File: src/rtl/scl_sync_pkg.sv
package scl_sync_pkg;

  // Action chosen by the half-period timer in a given cycle
  typedef enum logic [2:0] {
    ACT_IDLE,
    ACT_PARK,
    ACT_FREEZE,
    ACT_RESYNC,
    ACT_STALL,
    ACT_EXPIRE,
    ACT_COUNT
  } tmr_act_e;

  // Line ownership state kept by the control logic
  typedef struct packed {
    logic held;
    logic released;
  } line_state_t;

endpackage

File: src/rtl/scl_pin_sync.sv
module scl_pin_sync #(
  parameter int STAGES = 2
) (
  input  logic clk_i,
  input  logic rst_ni,
  input  logic pin_i,
  output logic level_o,
  output logic fall_o
);

  logic [STAGES-1:0] chain_q;
  logic [STAGES-1:0] chain_d;
  logic              last_q;

  generate
    if (STAGES > 1) begin : g_multi
      assign chain_d = {chain_q[STAGES-2:0], pin_i};
    end else begin : g_single
      assign chain_d = pin_i;
    end
  endgenerate

  always_ff @(posedge clk_i or negedge rst_ni) begin
    if (!rst_ni) begin
      chain_q <= '1;
      last_q  <= 1'b1;
    end else begin
      chain_q <= chain_d;
      last_q  <= chain_q[STAGES-1];
    end
  end

  assign level_o = chain_q[STAGES-1];
  assign fall_o  = last_q & ~chain_q[STAGES-1];

endmodule

File: src/rtl/scl_half_timer.sv
module scl_half_timer
  import scl_sync_pkg::*;
#(
  parameter int CNT_W = 8
) (
  input  logic             clk_i,
  input  logic             rst_ni,
  input  logic             tick_i,
  input  logic [CNT_W-1:0] reload_i,
  input  logic             sync_en_i,
  input  logic             pin_lvl_i,
  input  logic             pin_fall_i,
  input  logic             freeze_i,
  input  logic             park_i,
  output logic             clk_int_o,
  output logic             fall_evt_o
);

  localparam logic [CNT_W-1:0] CNT_ZERO = '0;
  localparam logic [CNT_W-1:0] CNT_ONE  = CNT_W'(1);

  logic [CNT_W-1:0] cnt_q, cnt_d;
  logic             clk_q, clk_d;
  logic             upd_en;
  tmr_act_e         act;

  // Priority: park > freeze > resync > (tick: stall / expire / count)
  always_comb begin
    act = ACT_IDLE;
    if (park_i) begin
      act = ACT_PARK;
    end else if (freeze_i) begin
      act = ACT_FREEZE;
    end else if (sync_en_i && pin_fall_i && clk_q) begin
      act = ACT_RESYNC;
    end else if (tick_i) begin
      if (sync_en_i && clk_q && !pin_lvl_i) begin
        act = ACT_STALL;
      end else if (cnt_q == CNT_ZERO) begin
        act = ACT_EXPIRE;
      end else begin
        act = ACT_COUNT;
      end
    end
  end

  always_comb begin
    cnt_d = cnt_q;
    clk_d = clk_q;
    case (act)
      ACT_PARK: begin
        cnt_d = reload_i;
        clk_d = 1'b1;
      end
      ACT_RESYNC: begin
        cnt_d = reload_i;
        clk_d = 1'b0;
      end
      ACT_EXPIRE: begin
        cnt_d = reload_i;
        clk_d = ~clk_q;
      end
      ACT_COUNT: begin
        cnt_d = cnt_q - CNT_ONE;
      end
      default: begin
        cnt_d = cnt_q;
        clk_d = clk_q;
      end
    endcase
  end

  assign upd_en = (act == ACT_PARK) || (act == ACT_RESYNC) ||
                  (act == ACT_EXPIRE) || (act == ACT_COUNT);

  always_ff @(posedge clk_i or negedge rst_ni) begin
    if (!rst_ni) begin
      cnt_q <= CNT_ZERO;
      clk_q <= 1'b1;
    end else if (upd_en) begin
      cnt_q <= cnt_d;
      clk_q <= clk_d;
    end
  end

  assign clk_int_o  = clk_q;
  assign fall_evt_o = clk_q & ~clk_d;

  AST_RESYNC_PULLS_LOW: assert property (@(posedge clk_i) disable iff (!rst_ni)
    (sync_en_i && pin_fall_i && clk_q && !park_i && !freeze_i) |=> !clk_q);

  AST_STALL_KEEPS_COUNT: assert property (@(posedge clk_i) disable iff (!rst_ni)
    (sync_en_i && clk_q && !pin_lvl_i && !pin_fall_i && !park_i && !freeze_i)
      |=> (clk_q && $stable(cnt_q)));

  AST_PARK_GOES_HIGH: assert property (@(posedge clk_i) disable iff (!rst_ni)
    park_i |=> clk_q);

  AST_EDGE_HAS_CAUSE: assert property (@(posedge clk_i) disable iff (!rst_ni)
    (clk_q != $past(clk_q)) |-> ($past(tick_i) || $past(pin_fall_i) || $past(park_i)));

endmodule

File: src/rtl/scl_line_ctrl.sv
module scl_line_ctrl
  import scl_sync_pkg::*;
#(
  parameter int FRAME_BITS = 9
) (
  input  logic clk_i,
  input  logic rst_ni,
  input  logic fall_evt_i,
  input  logic stop_det_i,
  input  logic hold_ninth_en_i,
  input  logic stop_release_en_i,
  input  logic force_low_i,
  input  logic clk_int_i,
  output logic held_o,
  output logic released_o,
  output logic drive_low_o
);

  localparam int FCW = (FRAME_BITS > 1) ? $clog2(FRAME_BITS) : 1;
  localparam logic [FCW-1:0] LAST_SLOT = FCW'(FRAME_BITS - 1);
  localparam logic [FCW-1:0] SLOT_ONE  = FCW'(1);

  logic [FCW-1:0] slot_q, slot_d;
  line_state_t    st_q, st_d;

  always_comb begin
    slot_d = slot_q;
    st_d   = st_q;
    if (stop_det_i) begin
      // a stop outranks a coinciding ninth edge
      slot_d      = '0;
      st_d.held   = 1'b0;
      st_d.released = st_q.released | stop_release_en_i;
    end else begin
      if (st_q.released && !stop_release_en_i) begin
        st_d.released = 1'b0;
      end
      if (st_q.held && !hold_ninth_en_i) begin
        st_d.held = 1'b0;
      end
      if (fall_evt_i) begin
        if (slot_q == LAST_SLOT) begin
          slot_d = '0;
          if (hold_ninth_en_i) begin
            st_d.held = 1'b1;
          end
        end else begin
          slot_d = slot_q + SLOT_ONE;
        end
      end
    end
  end

  always_ff @(posedge clk_i or negedge rst_ni) begin
    if (!rst_ni) begin
      slot_q <= '0;
      st_q   <= '0;
    end else begin
      slot_q <= slot_d;
      st_q   <= st_d;
    end
  end

  assign held_o      = st_q.held;
  assign released_o  = st_q.released;
  assign drive_low_o = force_low_i | (~st_q.released & (st_q.held | ~clk_int_i));

  AST_HOLD_AT_NINTH: assert property (@(posedge clk_i) disable iff (!rst_ni)
    $rose(st_q.held) |-> ($past(fall_evt_i) && ($past(slot_q) == LAST_SLOT)));

  AST_SLOT_IN_RANGE: assert property (@(posedge clk_i) disable iff (!rst_ni)
    slot_q <= LAST_SLOT);

  AST_STOP_RESTARTS: assert property (@(posedge clk_i) disable iff (!rst_ni)
    stop_det_i |=> ((slot_q == '0) && !st_q.held));

  AST_STOP_RELEASES: assert property (@(posedge clk_i) disable iff (!rst_ni)
    (stop_det_i && stop_release_en_i) |=> st_q.released);

endmodule

File: src/rtl/scl_clock_sync.sv
module scl_clock_sync #(
  parameter int CNT_W       = 8,
  parameter int FRAME_BITS  = 9,
  parameter int SYNC_STAGES = 2
) (
  input  logic             clk_i,
  input  logic             rst_ni,
  input  logic             tick_i,
  input  logic [CNT_W-1:0] reload_i,
  input  logic             sync_en_i,
  input  logic             force_low_i,
  input  logic             hold_ninth_en_i,
  input  logic             stop_release_en_i,
  input  logic             scl_pin_i,
  input  logic             stop_det_i,
  output logic             scl_drive_low_o,
  output logic             xfer_clk_o
);

  logic [1:0] rst_pipe_q;
  logic       rst_n_int;
  logic       pin_lvl;
  logic       pin_fall;
  logic       clk_int;
  logic       fall_evt;
  logic       held;
  logic       released;

  // asynchronous assertion, synchronous release
  always_ff @(posedge clk_i or negedge rst_ni) begin
    if (!rst_ni) begin
      rst_pipe_q <= 2'b00;
    end else begin
      rst_pipe_q <= {rst_pipe_q[0], 1'b1};
    end
  end
  assign rst_n_int = rst_pipe_q[1];

  scl_pin_sync #(
    .STAGES (SYNC_STAGES)
  ) u_pin (
    .clk_i   (clk_i),
    .rst_ni  (rst_n_int),
    .pin_i   (scl_pin_i),
    .level_o (pin_lvl),
    .fall_o  (pin_fall)
  );

  scl_half_timer #(
    .CNT_W (CNT_W)
  ) u_timer (
    .clk_i      (clk_i),
    .rst_ni     (rst_n_int),
    .tick_i     (tick_i),
    .reload_i   (reload_i),
    .sync_en_i  (sync_en_i),
    .pin_lvl_i  (pin_lvl),
    .pin_fall_i (pin_fall),
    .freeze_i   (held),
    .park_i     (released),
    .clk_int_o  (clk_int),
    .fall_evt_o (fall_evt)
  );

  scl_line_ctrl #(
    .FRAME_BITS (FRAME_BITS)
  ) u_ctrl (
    .clk_i             (clk_i),
    .rst_ni            (rst_n_int),
    .fall_evt_i        (fall_evt),
    .stop_det_i        (stop_det_i),
    .hold_ninth_en_i   (hold_ninth_en_i),
    .stop_release_en_i (stop_release_en_i),
    .force_low_i       (force_low_i),
    .clk_int_i         (clk_int),
    .held_o            (held),
    .released_o        (released),
    .drive_low_o       (scl_drive_low_o)
  );

  assign xfer_clk_o = clk_int & pin_lvl;

  AST_HOLD_CLK_LOW: assert property (@(posedge clk_i) disable iff (!rst_n_int)
    held |-> !clk_int);

  AST_HELD_BLOCKS_EDGES: assert property (@(posedge clk_i) disable iff (!rst_n_int)
    (held && $past(held) && !released) |-> !fall_evt);

endmodule

File: config.mk
export PLATFORM = sky130hd
export DESIGN_NAME = scl_clock_sync
export DESIGN_NICKNAME = d
export VERILOG_FILES = /design/src/rtl/scl_sync_pkg.sv /design/src/rtl/scl_pin_sync.sv /design/src/rtl/scl_half_timer.sv /design/src/rtl/scl_line_ctrl.sv /design/src/rtl/scl_clock_sync.sv
export SDC_FILE = /design/constraint.sdc
export NUM_CORES = 1
export LEC_CHECK = 0
export BUFFER_PORTS_ARGS = -buffer_cell sky130_fd_sc_hd__buf_2
export CELL_PAD_IN_SITES_DETAIL_PLACEMENT = 0
export CELL_PAD_IN_SITES_GLOBAL_PLACEMENT = 1
export CORE_MARGIN = 2
export CORE_UTILIZATION = 40
export DETAILED_ROUTE_END_ITERATION = 10
export PLACE_DENSITY_LB_ADDON = 0.3
export SYNTH_ARGS = -nofsm -noshare
export SYNTH_HDL_FRONTEND = slang
export SYNTH_SLANG_ARGS = --single-unit
File: constraint.sdc
create_clock -name clk_i -period 1.07 [get_ports clk_i]
set_clock_uncertainty 0.05 [all_clocks]
set_input_delay 0.214 -clock clk_i [delete_from_list [all_inputs] [get_ports clk_i]]
set_output_delay 0.214 -clock clk_i [all_outputs]
set_load 0.05 [all_outputs]
# Word-level counts from Yosys, hierarchy flattened
# Cells that the tools add are included.
# op_classes
n_bitwise,11
reduce_logical,18
mux,17
add_sub_neg,2
eq_ne,5
# op_table
cell,count
8-bit one-hot mux with 2 select lines,1
3-bit 2-to-1 mux,5
4-bit 2-to-1 mux,3
8-bit zero test,1
8-bit by 1-bit subtractor with 8-bit output (second input constant),1
3-bit equality test (second input constant),2
1-bit logical AND,6
2-bit nonzero test,3
1-bit 2-to-1 mux,5
4-bit by 1-bit adder with 4-bit output (second input constant),1
1-bit bitwise AND,4
4-bit equality test (second input constant),1
2-bit 2-to-1 mux,2
1-bit NOT,4
3-bit by 1-bit equality test with 1-bit output (second input constant),1
3-bit by 2-bit equality test with 1-bit output (second input constant),1
1-bit zero test,3
1-bit logical OR,3
1-bit bitwise OR,3
1-bit one-hot mux with 3 select lines,1
3-bit OR reduction,1
2-bit AND reduction,1
# word_totals
output_inout_bits,2
word_cells,61
input_bits,17
regBits,20

# Longest topological paths before layout
# Gate-level depths: netlist (run 1).
# depth
word_depth,13
depth_mapped,8
ltp_nobuf,6

# By module
# From an unflattened synthesis (run 1), not the netlist that was laid out.
# hier_totals
cells_unflattened,103
area_unflattened_um2,1093.5
# modules_own_cells
module,n_inst,cells_each,area_each_um2,seq_area_each_um2
scl_half_timer,1,62,611.8,226.5
scl_line_ctrl,1,33,329.1,150.1
scl_pin_sync,1,4,92.6,78.8
scl_clock_sync,1,4,60.1,50.0

# Worst setup path after synthesis (run 1)
# OpenSTA, ideal clock, no wires.
# synth_timing
path_kind,flip-flop to flip-flop
from,register u_timer.cnt_q[0]
to,register u_timer.cnt_q[4]
required_time_ps,894
setup_slack_ps,-717
path_stages_with_launch,8
period_less_slack_ps,1787
setup_time_ps,126
arrival_ps,1611
cell_sequence,dfrtp_1 > inv_1 > ha_1 > and4_4 > buf_6 > a211o_1 > buf_6 > a221o_1
# synth_between
elab_chain_len,12
word_cells_on_any_way,19
classes_between,add/sub (1); eq/ne (4); mux (7); reduce/logical (7)
# synth_lines
item,line,text
"start, declared",scl_half_timer.sv:22,"logic [CNT_W-1:0] cnt_q, cnt_d;"
"start signal, assigned",scl_half_timer.sv:81,cnt_q <= cnt_d;
"parallel branches: the longest is 12 deep, another holds 8-bit zero test",--,
# Several ways; the timed one is not identified.
# A chain may end at the register's enable or synchronous reset.

# Worst setup path in the final report (run 1)
# layout_timing
from,"register u_timer.clk_q, in the netlist u_timer.clk_int_o"
to,register u_timer.cnt_q[4]
# layout_between
elab_chain_len,12
word_cells_on_any_way,19
classes_between,eq/ne (4); mux (6); reduce/logical (9)
# layout_lines
item,line,text
"start, declared",scl_half_timer.sv:23,"logic clk_q, clk_d;"
"start signal, assigned",scl_half_timer.sv:82,clk_q <= clk_d;
1-bit logical AND (2 in a row),scl_half_timer.sv:37,if (sync_en_i && clk_q && !pin_lvl_i) begin
3-bit 2-to-1 mux,scl_half_timer.sv:37,
3-bit 2-to-1 mux,scl_half_timer.sv:36,end else if (tick_i) begin
3-bit 2-to-1 mux *,scl_half_timer.sv:34,end else if (sync_en_i && pin_fall_i && clk_q) begin
3-bit 2-to-1 mux *,scl_half_timer.sv:32,end else if (freeze_i) begin
3-bit 2-to-1 mux *,scl_half_timer.sv:30,if (park_i) begin
"parallel branches: the longest is 5 deep, another holds 3-bit equality test",--,
# Mark *: on every way between the ends.

==> impl_metrics.csv, run 1 <==
group,metric,value,unit
detailed_routing,wl_met1,1230,µm
timing,hold_viol,0,
timing,setup_slack,-0.670,ns
cts,cts_tree,"built",
synth,synth_area,1110,µm²
worst_setup_path,end_kind,"flip-flop",
timing,finalMaxSlewViolations,0,
cts,cts_max_path_buffers,2,
worst_setup_path,arrival,1.89,ns
cts,clkTransAtPathRegs,0.12,ns
timing,finalCriticalPeriod,1.74,ns
grt,grt_pass1_wl,4860,µm
floorplan,die_w,56.7,µm
synth,synthMuxAreaShare,0,
synth,ys.warnings.count,0,
synth,synth_top_family_by_area,"simple AND/OR/NAND/NOR gates",
placement,io_buffers,18,
worst_setup_path,required,1.22,ns
timing,max_freq,0.575,GHz
synth,synth.avg_cell_area,9.75,µm²
timing,finalSetupViolations,17,
synth,ys_seq_area_frac,0.455,
grt,grtUsageTotal,0.194,
final_layout,syn_to_final_growth,54.5,%
detailed_routing,top_layer_used,"met4",
synth,synth_compound_gate_area_share,0.204,
cts,htree_levels,1,
final_layout,final_cell_mix,"buf_4, buf_2, dfrtp_1",
cts,cts_made_buffers,3,
detailed_routing,wl,2780,µm
worst_setup_path,worst_path_max_delay_cell,"dfstp_2",
placement,placedInstanceArea,1540,µm²
grt,grt_max_degree,19,
detailed_routing,dr.first_iter.drc_count,48,
synth,synth_cell_types,39,
timing,hold_slack,0.0685,ns
synth,synth_simple_gate_area_frac,0.230,
detailed_routing,first_pass_iters,4,
detailed_routing,vias_per_cell,5.31,
final_layout,final_common_cell,"buf_4",
detailed_routing,vias,1109,
grt,antenna_found_initial,0,
synth,mappedNetlistNets,135,
cts,root_buffer,"clkbuf_4",
pwr,powerDensity,1290,nW/µm²
worst_setup_path,crit_buf_inv,0,
floorplan,start_util,0.414,
worst_setup_path,crit_type,"reg -> reg",
final_layout,stdcell_area,1720,µm²
floorplan,die_y,56.7,µm
worst_setup_path,worst-path-max-fanout,8,
detailed_routing,ant_nets,0,
run_status,violations,"setup timing",
pwr,leakagePower,0.829,nW
final_layout,final_nets,200,
floorplan,die_area,3220,µm²
placement,dp_hpwl,2050,µm
run,drv_cap,0,
synth,synthAdderAreaFrac,0.0541,
detailed_routing,wl_met2,1450,µm
worst_setup_path,crit_chain,"nand3b_1 -> and3b_2 -> a211o_4 -> a221o_1",
detailed_routing,met3_length,68,µm
run_status,status,"complete, but fails checks",
cts,clock_sinks,20,
hold_path,hold_class,"in -> reg",
final_layout,antenna-diode-count,0,
cts,clock_latency,0.30,ns
floorplan,num_io_pins,19,
detailed_routing,drt-wirelength-per-cell,13.3,µm
floorplan,fp.coreArea,2690,µm²
pwr,max-vdd-ir-drop,0.950,mV
placement,gp_congestion,0.798,
detailed_routing,drc,0,
synth,synth_xor_area_frac,0,
grt,overflow,0,
worst_setup_path,critPathMaxStageDelay,0.56,ns
final_layout,drive_above_1_share,0.500,
worst_setup_path,crit_family,"compound AO/OA/AOI/OAI gates",
synth,postSynthCellCount,114,
grt,grt_pass1_vias,1118,
final_layout,fin_util,0.639,
floorplan,fp-row-count,19,
timing,rsz0062_at_grt,"true",
worst_setup_path,cp-start-kind,"flip-flop",
synth,ys_seq_elements,20,
timing,period_share,1.63,
## cell families after synthesis
group	Yosys count
flops	20
fa+ha+maj	5
simple gates	43
other cells	1
compound gates	33
buf+inv	12
## routing by layer
metal	track usage	up-vias
met5	0	-
met4	0.0850	0
met3	0.0230	4
met2	0.334	23
met1	0.241	541
li1	-	541
## flip-flops by register name, summed over array words and instances, names as in the netlist
register           cells
rst_pipe_q             2
u_pin.chain_q          2
u_ctrl.slot_q          4
u_timer.cnt_q          8
u_ctrl.held_o          1
u_ctrl.released_o      1
u_timer.clk_int_o      1
u_pin.last_q           1
## report_power, final
part,leakage [nW],total [mW],switching [mW],internal [mW]
combinational,0.560,0.712,0.328,0.384
sequential,0.241,0.877,0.0429,0.834
clock,0.0279,0.624,0.246,0.378
total,0.829,2.21,0.617,1.60
## through the flow
step                      setup TNS (ns)  setup WS [ns]  std cells  power [mW]
after global routing              -10.74         -0.729        209        2.34
after CTS                          -9.64         -0.667        207        2.21
after global placement             -8.63         -0.660        199        1.52
after detailed placement           -8.98         -0.693        199        1.53
after floorplan                    -7.18         -0.667        114        1.20
final                              -9.31         -0.670        209        2.21
## worst register-to-register path: cells and delay by family, from the launching register on
kind | cells | cell delay [ns]
simple gates | 2 | 0.32
flops | 1 | 0.56
compound gates | 2 | 0.71
## final cells by class
cell class                 count  area [µm²]
fill                         243         970
timing repair buffer          63         464
clock inverter                 1        30.0
multi-input combinational     82         622
sequential                    20         505
tap                           31        38.8
clock buffer                   3        22.5
inverter                       9        33.8
## path summary, 6_finish.rpt
path | depth (start not counted) | to | startpoint | slack [ns]
setup / recovery | 4 | u_timer.cnt_q[4]$_DFFE_PN0P_ | u_timer.clk_int_o$_DFFE_PN1P_ | -0.67
hold / removal | 3 | u_timer.cnt_q[5]$_DFFE_PN0P_ | reload_i[5] | 0.07
setup reg to reg | 4 | u_timer.cnt_q[4]$_DFFE_PN0P_ | u_timer.clk_int_o$_DFFE_PN1P_ | -0.67
hold reg to reg | 1 | u_timer.cnt_q[2]$_DFFE_PN0P_ | rst_pipe_q[1]$_DFF_PN0_ | 0.15
max in group asynchronous | 1 | u_pin.chain_q[1]$_DFF_PN1_ | rst_pipe_q[1]$_DFF_PN0_ | 0.56
min in group asynchronous | 2 | rst_pipe_q[1]$_DFF_PN0_ | rst_ni | 0.15
## synth_stat cells (all sizes together)
master	instances	area share
nor2b	1	0.0056
nand3	3	0.014
and3	2	0.011
o21bai	2	0.014
and3b	1	0.0079
dfrtp	16	0.36
nor3	7	0.041
a21o	2	0.014
nor2	7	0.024
nor3b	3	0.020
o21ai	8	0.036
nand2	6	0.020
a221o	1	0.0090
a22oi	2	0.014
clkbuf	1	0.0034
o31ai	2	0.014
maj3	1	0.0090
a221oi	1	0.014
o311ai	1	0.0079
dfstp	4	0.095
nand4b	2	0.016
buf	2	0.020
inv	9	0.030
a211oi	2	0.014
a211o	1	0.0079
o2111a	1	0.010
nand4	1	0.0056
nand2b	3	0.017
conb	1	0.0034
a21oi	6	0.027
nand3b	2	0.014
and4	2	0.018
ha	4	0.045
o2bb2ai	1	0.0079
a31oi	3	0.017
and2	2	0.011
or2	1	0.0056
## repair_timing
action	in CTS	in global routing
hold buffers	2	0
setup buffers	3	2
setup endpoints to repair	17	17
gates resized for setup	15	5
pin swaps	5	7
endpoints found under the hold margin	3	0
Power figures use the tool's default switching activity.
==> inputs of run 2 (changes only) <==
==> constraint.sdc (replaced) <==
create_clock -name clk_i -period 1.7 [get_ports clk_i]
set_clock_uncertainty 0.05 [all_clocks]
set_input_delay 0.34 -clock clk_i [delete_from_list [all_inputs] [get_ports clk_i]]
set_output_delay 0.34 -clock clk_i [all_outputs]
set_load 0.05 [all_outputs]
==> impl_metrics.csv, run 2 (same netlist as run 1, synthesis figures left out) <==
group,metric,value,unit
grt,overflow,0,
detailed_routing,vias_per_cell,5.73,
timing,hold_slack,0.0424,ns
cts,root_buffer,"clkbuf_4",
floorplan,die_area,3220,µm²
floorplan,start_util,0.414,
timing,finalMaxSlewViolations,0,
grt,grtUsageTotal,0.200,
detailed_routing,wl_met1,1350,µm
timing,hold_viol,0,
timing,setup_slack,-0.133,ns
pwr,p_total,1.25,mW
final_layout,stdcell_count,192,
detailed_routing,drc,0,
worst_setup_path,required,1.31,ns
timing,finalSetupViolations,13,
floorplan,num_io_pins,19,
timing,finalCriticalPeriod,1.83,ns
detailed_routing,ant_nets,0,
detailed_routing,met3_length,109,µm
floorplan,die_y,56.7,µm
worst_setup_path,end_kind,"output port",
placement,io_buffers,18,
final_layout,largest_reg_flops,8,
floorplan,die_w,56.7,µm
grt,grt_pass1_vias,1126,
pwr,leakagePower,0.743,nW
detailed_routing,vias,1101,
final_layout,syn_to_final_growth,48.8,%
pwr,powerDensity,756,nW/µm²
placement,dp_hpwl,1960,µm
run,drv_cap,0,
hold_path,hold_class,"reg -> async",
timing,max_freq,0.545,GHz
grt,grt_max_degree,14,
final_layout,stdcell_area,1650,µm²
placement,dpl.cell_count,177,
detailed_routing,first_pass_iters,4,
final_layout,antenna-diode-count,0,
run_status,violations,"setup timing",
final_layout,regMostFlops,"u_timer.cnt_q",
cts,cts_made_buffers,3,
final_layout,final_nets,183,
cts,clock_latency,0.31,ns
timing,period_share,1.08,
final_layout,fill_cells,236,
final_layout,drive_above_1_share,0.497,
placement,pre_cts_slack,-0.116,ns
worst_setup_path,worst-path-max-fanout,3,
worst_setup_path,crit_type,"reg -> out",
grt,grt_pass1_wl,5010,µm
run_status,status,"complete, but fails checks",
final_layout,final_common_cell,"buf_4",
detailed_routing,wl,3110,µm
floorplan,fp-row-count,19,
cts,cts_max_path_buffers,2,
cts,cts_tree,"built",
cts,clock_sinks,20,
detailed_routing,wl_met2,1590,µm
detailed_routing,dr.first_iter.drc_count,44,
grt,antenna_found_initial,0,
cts,htree_levels,1,
detailed_routing,drt-wirelength-per-cell,16.2,µm
placement,placedInstanceArea,1350,µm²
cts,clkTransAtPathRegs,0.12,ns
final_layout,reg_top3,"u_timer.cnt_q x8, u_ctrl.slot_q x4",
timing,rsz0062_at_grt,"true",
floorplan,fp.coreArea,2690,µm²
detailed_routing,top_layer_used,"met4",
worst_setup_path,arrival,1.44,ns
placement,gp_congestion,0.758,
pwr,max-vdd-ir-drop,0.587,mV
final_layout,final_cell_mix,"buf_4, buf_2, dfrtp_1",
worst_setup_path,cp-start-kind,"flip-flop",
==> run 2: cell types whose count changed in the layout (fill, tap and decap cells not counted), moves of 2 or more <==
cell / change
buf_4: -17
a21oi_1: -3
a21oi_2: +3
o21ai_0: -3
o21ai_1: +3
a22oi_1: -2
a22oi_2: +2
nor3b_1: -2
nor3b_2: +2
==> run 2: per-layer routing <==
metal,track usage,vias up
li1,-,514
met1,0.245,552
met2,0.354,28
met3,0.0300,7
met4,0.0714,0
met5,0,-
==> run 2: timing repair <==
action / in CTS / in global routing
hold buffers: 1 / 0
cloned: 1 / 0
gates resized for setup: 22 / 21
endpoints found under the setup margin: 10 / 16
pin swaps: 13 / 9
setup buffers: 6 / 4
hold endpoints to repair: 2 / 0
==> run 2: layout make-up <==
| type | instances | area [µm²] | area share |
|---|---|---|---|
| Clock buffer | 4 | 36.3 | 0.0220 |
| Inverter | 9 | 33.8 | 0.0204 |
| Multi-Input combinational cell | 83 | 712 | 0.431 |
| Sequential cell | 20 | 505 | 0.306 |
| Tap cell | 31 | 38.8 | 0.0235 |
| Timing Repair Buffer | 45 | 327 | 0.198 |
==> run 2: per-stage QoR <==
step           utilization  TNS [ns]
5_1_grt              0.615     -2.21
3_5_place_dp         0.503    -0.535
3_3_place_gp         0.503    -0.242
2_1_floorplan            -   -0.0385
6_report             0.615    -0.987
4_1_cts              0.566     -1.21
==> run 2: critical path: stages, from the launching register on <==
cell and delay (ns):
dfstp_2 0.58, buf_6 0.10, buf_6 0.08, nor2b_4 0.11, o21bai_1 0.06, buf_4 0.19
==> run 2: where the power goes <==
part           internal [mW]  switching (mW)  leakage [nW]
Clock                  0.131           0.162        0.0210
Sequential             0.525          0.0407         0.241
Combinational          0.185           0.206         0.481
Total                  0.840           0.409         0.743
==> run 2: worst paths after layout <==
check / startpoint / end / slack [ns] / cells past startpoint
worst max-delay path: u_timer.clk_int_o$_DFFE_PN1P_ / scl_drive_low_o / -0.13 / 5
worst min-delay path: rst_pipe_q[1]$_DFF_PN0_ / u_timer.cnt_q[2]$_DFFE_PN0P_ / 0.04 / 0
worst max register to register: u_timer.clk_int_o$_DFFE_PN1P_ / u_timer.cnt_q[2]$_DFFE_PN0P_ / -0.10 / 6
worst min register to register: rst_pipe_q[1]$_DFF_PN0_ / u_timer.cnt_q[2]$_DFFE_PN0P_ / 0.04 / 0
max in group asynchronous: rst_pipe_q[1]$_DFF_PN0_ / u_pin.chain_q[1]$_DFF_PN1_ / 1.02 / 1
min in group clk_i: scl_pin_i / u_pin.chain_q[0]$_DFF_PN1_ / 0.06 / 1
==> inputs of run 3 (changes only) <==
--- a/config.mk
+++ b/config.mk
@@ -12,6 +12,7 @@
 export CORE_UTILIZATION = 40
 export DETAILED_ROUTE_END_ITERATION = 10
 export PLACE_DENSITY_LB_ADDON = 0.3
+export SETUP_SLACK_MARGIN = 0.2
 export SYNTH_ARGS = -nofsm -noshare
 export SYNTH_HDL_FRONTEND = slang
 export SYNTH_SLANG_ARGS = --single-unit
==> impl_metrics.csv, run 3 (same netlist as run 1, synthesis figures left out) <==
group,metric,value,unit
final_layout,final_common_cell,"buf_4",
cts,clock_latency,0.31,ns
cts,root_buffer,"clkbuf_4",
detailed_routing,ant_nets,0,
worst_setup_path,arrival,1.96,ns
detailed_routing,drc,0,
floorplan,die_w,56.7,µm
worst_setup_path,worst-path-max-fanout,5,
final_layout,final_cell_mix,"buf_4, buf_2, dfrtp_1",
detailed_routing,first_pass_iters,4,
run_status,status,"complete, but fails checks",
final_layout,reg_top3,"u_timer.cnt_q x8, u_ctrl.slot_q x4",
floorplan,num_io_pins,19,
cts,clock_sinks,20,
floorplan,fp-row-count,19,
grt,antenna_found_initial,0,
floorplan,die_area,3220,µm²
placement,io_buffers,18,
cts,cts_tree,"built",
placement,pre_cts_slack,-0.123,ns
cts,cts_max_path_buffers,2,
timing,max_freq,0.553,GHz
worst_setup_path,end_kind,"flip-flop",
placement,dpl.cell_count,180,
final_layout,syn_to_final_growth,43.8,%
hold_path,hold_class,"reg -> async",
final_layout,final_nets,182,
run_status,violations,"setup timing",
cts,htree_levels,1,
cts,clkTransAtPathRegs,0.13,ns
timing,setup_slack,-0.107,ns
floorplan,die_y,56.7,µm
timing,period_share,1.06,
detailed_routing,vias,1070,
detailed_routing,drt-wirelength-per-cell,15.1,µm
timing,finalMaxSlewViolations,0,
run,drv_cap,0,
worst_setup_path,cp-start-kind,"flip-flop",
final_layout,stdcell_count,191,
detailed_routing,vias_per_cell,5.60,
grt,grtUsageTotal,0.201,
floorplan,fp.coreArea,2690,µm²
timing,finalCriticalPeriod,1.81,ns
worst_setup_path,required,1.85,ns
grt,overflow,0,
floorplan,start_util,0.414,
pwr,p_total,1.35,mW
pwr,leakagePower,0.735,nW
cts,cts_made_buffers,3,
final_layout,regMostFlops,"u_timer.cnt_q",
final_layout,fin_util,0.595,
pwr,powerDensity,843,nW/µm²
placement,dp_hpwl,1950,µm
timing,rsz0062_at_grt,"true",
detailed_routing,wl,2880,µm
timing,hold_viol,0,
final_layout,drive_above_1_share,0.456,
timing,hold_slack,0.0107,ns
grt,grt_max_degree,16,
detailed_routing,dr.first_iter.drc_count,27,
final_layout,largest_reg_flops,8,
pwr,max-vdd-ir-drop,0.847,mV
grt,grt_pass1_vias,1087,
grt,grt_pass1_wl,4940,µm
worst_setup_path,crit_type,"reg -> reg",
final_layout,antenna-diode-count,0,
placement,gp_congestion,0.836,
timing,finalSetupViolations,11,
==> run 3: cell count changes in the layout (fill, tap and decap cells not counted), sizes merged <==
cell and delta:
clkbuf -1, bufinv +1, buf -1
==> run 3: worst max-delay path, stage by stage (launching register included) <==
cell,delay [ns]
dfstp_2,0.56
nand3b_1,0.09
and3b_2,0.26
buf_4,0.15
a21o_4,0.23
buf_6,0.11
nand4b_1,0.14
o31ai_4,0.10
==> run 3: layout make-up <==
type	count	area (µm²)
Multi-Input combinational cell	83	648
Inverter	9	33.8
Sequential cell	20	505
Clock inverter	1	30.0
Clock buffer	3	22.5
Tap cell	31	38.8
Fill cell	243	1090
Timing Repair Buffer	44	319
==> run 3: repair_timing <==
item | 4_1_cts | 5_1_grt
hold endpoints to repair | 2 | 0
endpoints found under the setup margin | 16 | 16
cloned | 1 | 0
hold buffers | 1 | 0
pin swaps | 15 | 8
gates resized for setup | 20 | 8
setup buffers | 3 | 2
==> run 3: final timing paths <==
kind                                                from                           end  slack [ns]  cells after the start
max                        u_timer.clk_int_o$_DFFE_PN1P_  u_ctrl.slot_q[1]$_DFFE_PN0P_       -0.11                      7
min                              rst_pipe_q[1]$_DFF_PN0_  u_timer.cnt_q[1]$_DFFE_PN0P_        0.01                      0
max reg2reg                u_timer.clk_int_o$_DFFE_PN1P_  u_ctrl.slot_q[1]$_DFFE_PN0P_       -0.11                      7
min reg2reg                      rst_pipe_q[1]$_DFF_PN0_  u_timer.cnt_q[1]$_DFFE_PN0P_        0.01                      0
max in group asynchronous        rst_pipe_q[1]$_DFF_PN0_    u_pin.chain_q[1]$_DFF_PN1_        1.09                      1
min in group clk_i                             scl_pin_i    u_pin.chain_q[0]$_DFF_PN1_        0.07                      1
==> run 3: per-stage QoR <==
stage	area, µm²	setup TNS (ns)
floorplan	1130	-0.0377
global placement	1380	-0.151
detailed placement	1380	-0.471
CTS	1560	-0.285
global route	1600	-1.88
finish	1600	-0.606
==> run 3: power breakdown <==
| part | internal [mW] | switching, mW | leakage [nW] |
|---|---|---|---|
| combinational | 0.189 | 0.193 | 0.466 |
| sequential | 0.525 | 0.0374 | 0.241 |
| clock | 0.238 | 0.164 | 0.0279 |
| total | 0.952 | 0.394 | 0.735 |
==> run 3: per-layer routing <==
metal / part of all wire / global-route usage
met1: 0.44 / 0.262
met2: 0.50 / 0.326
met3: 0.039 / 0.0369
met4: 0.022 / 0.0816
met5: 0 / 0
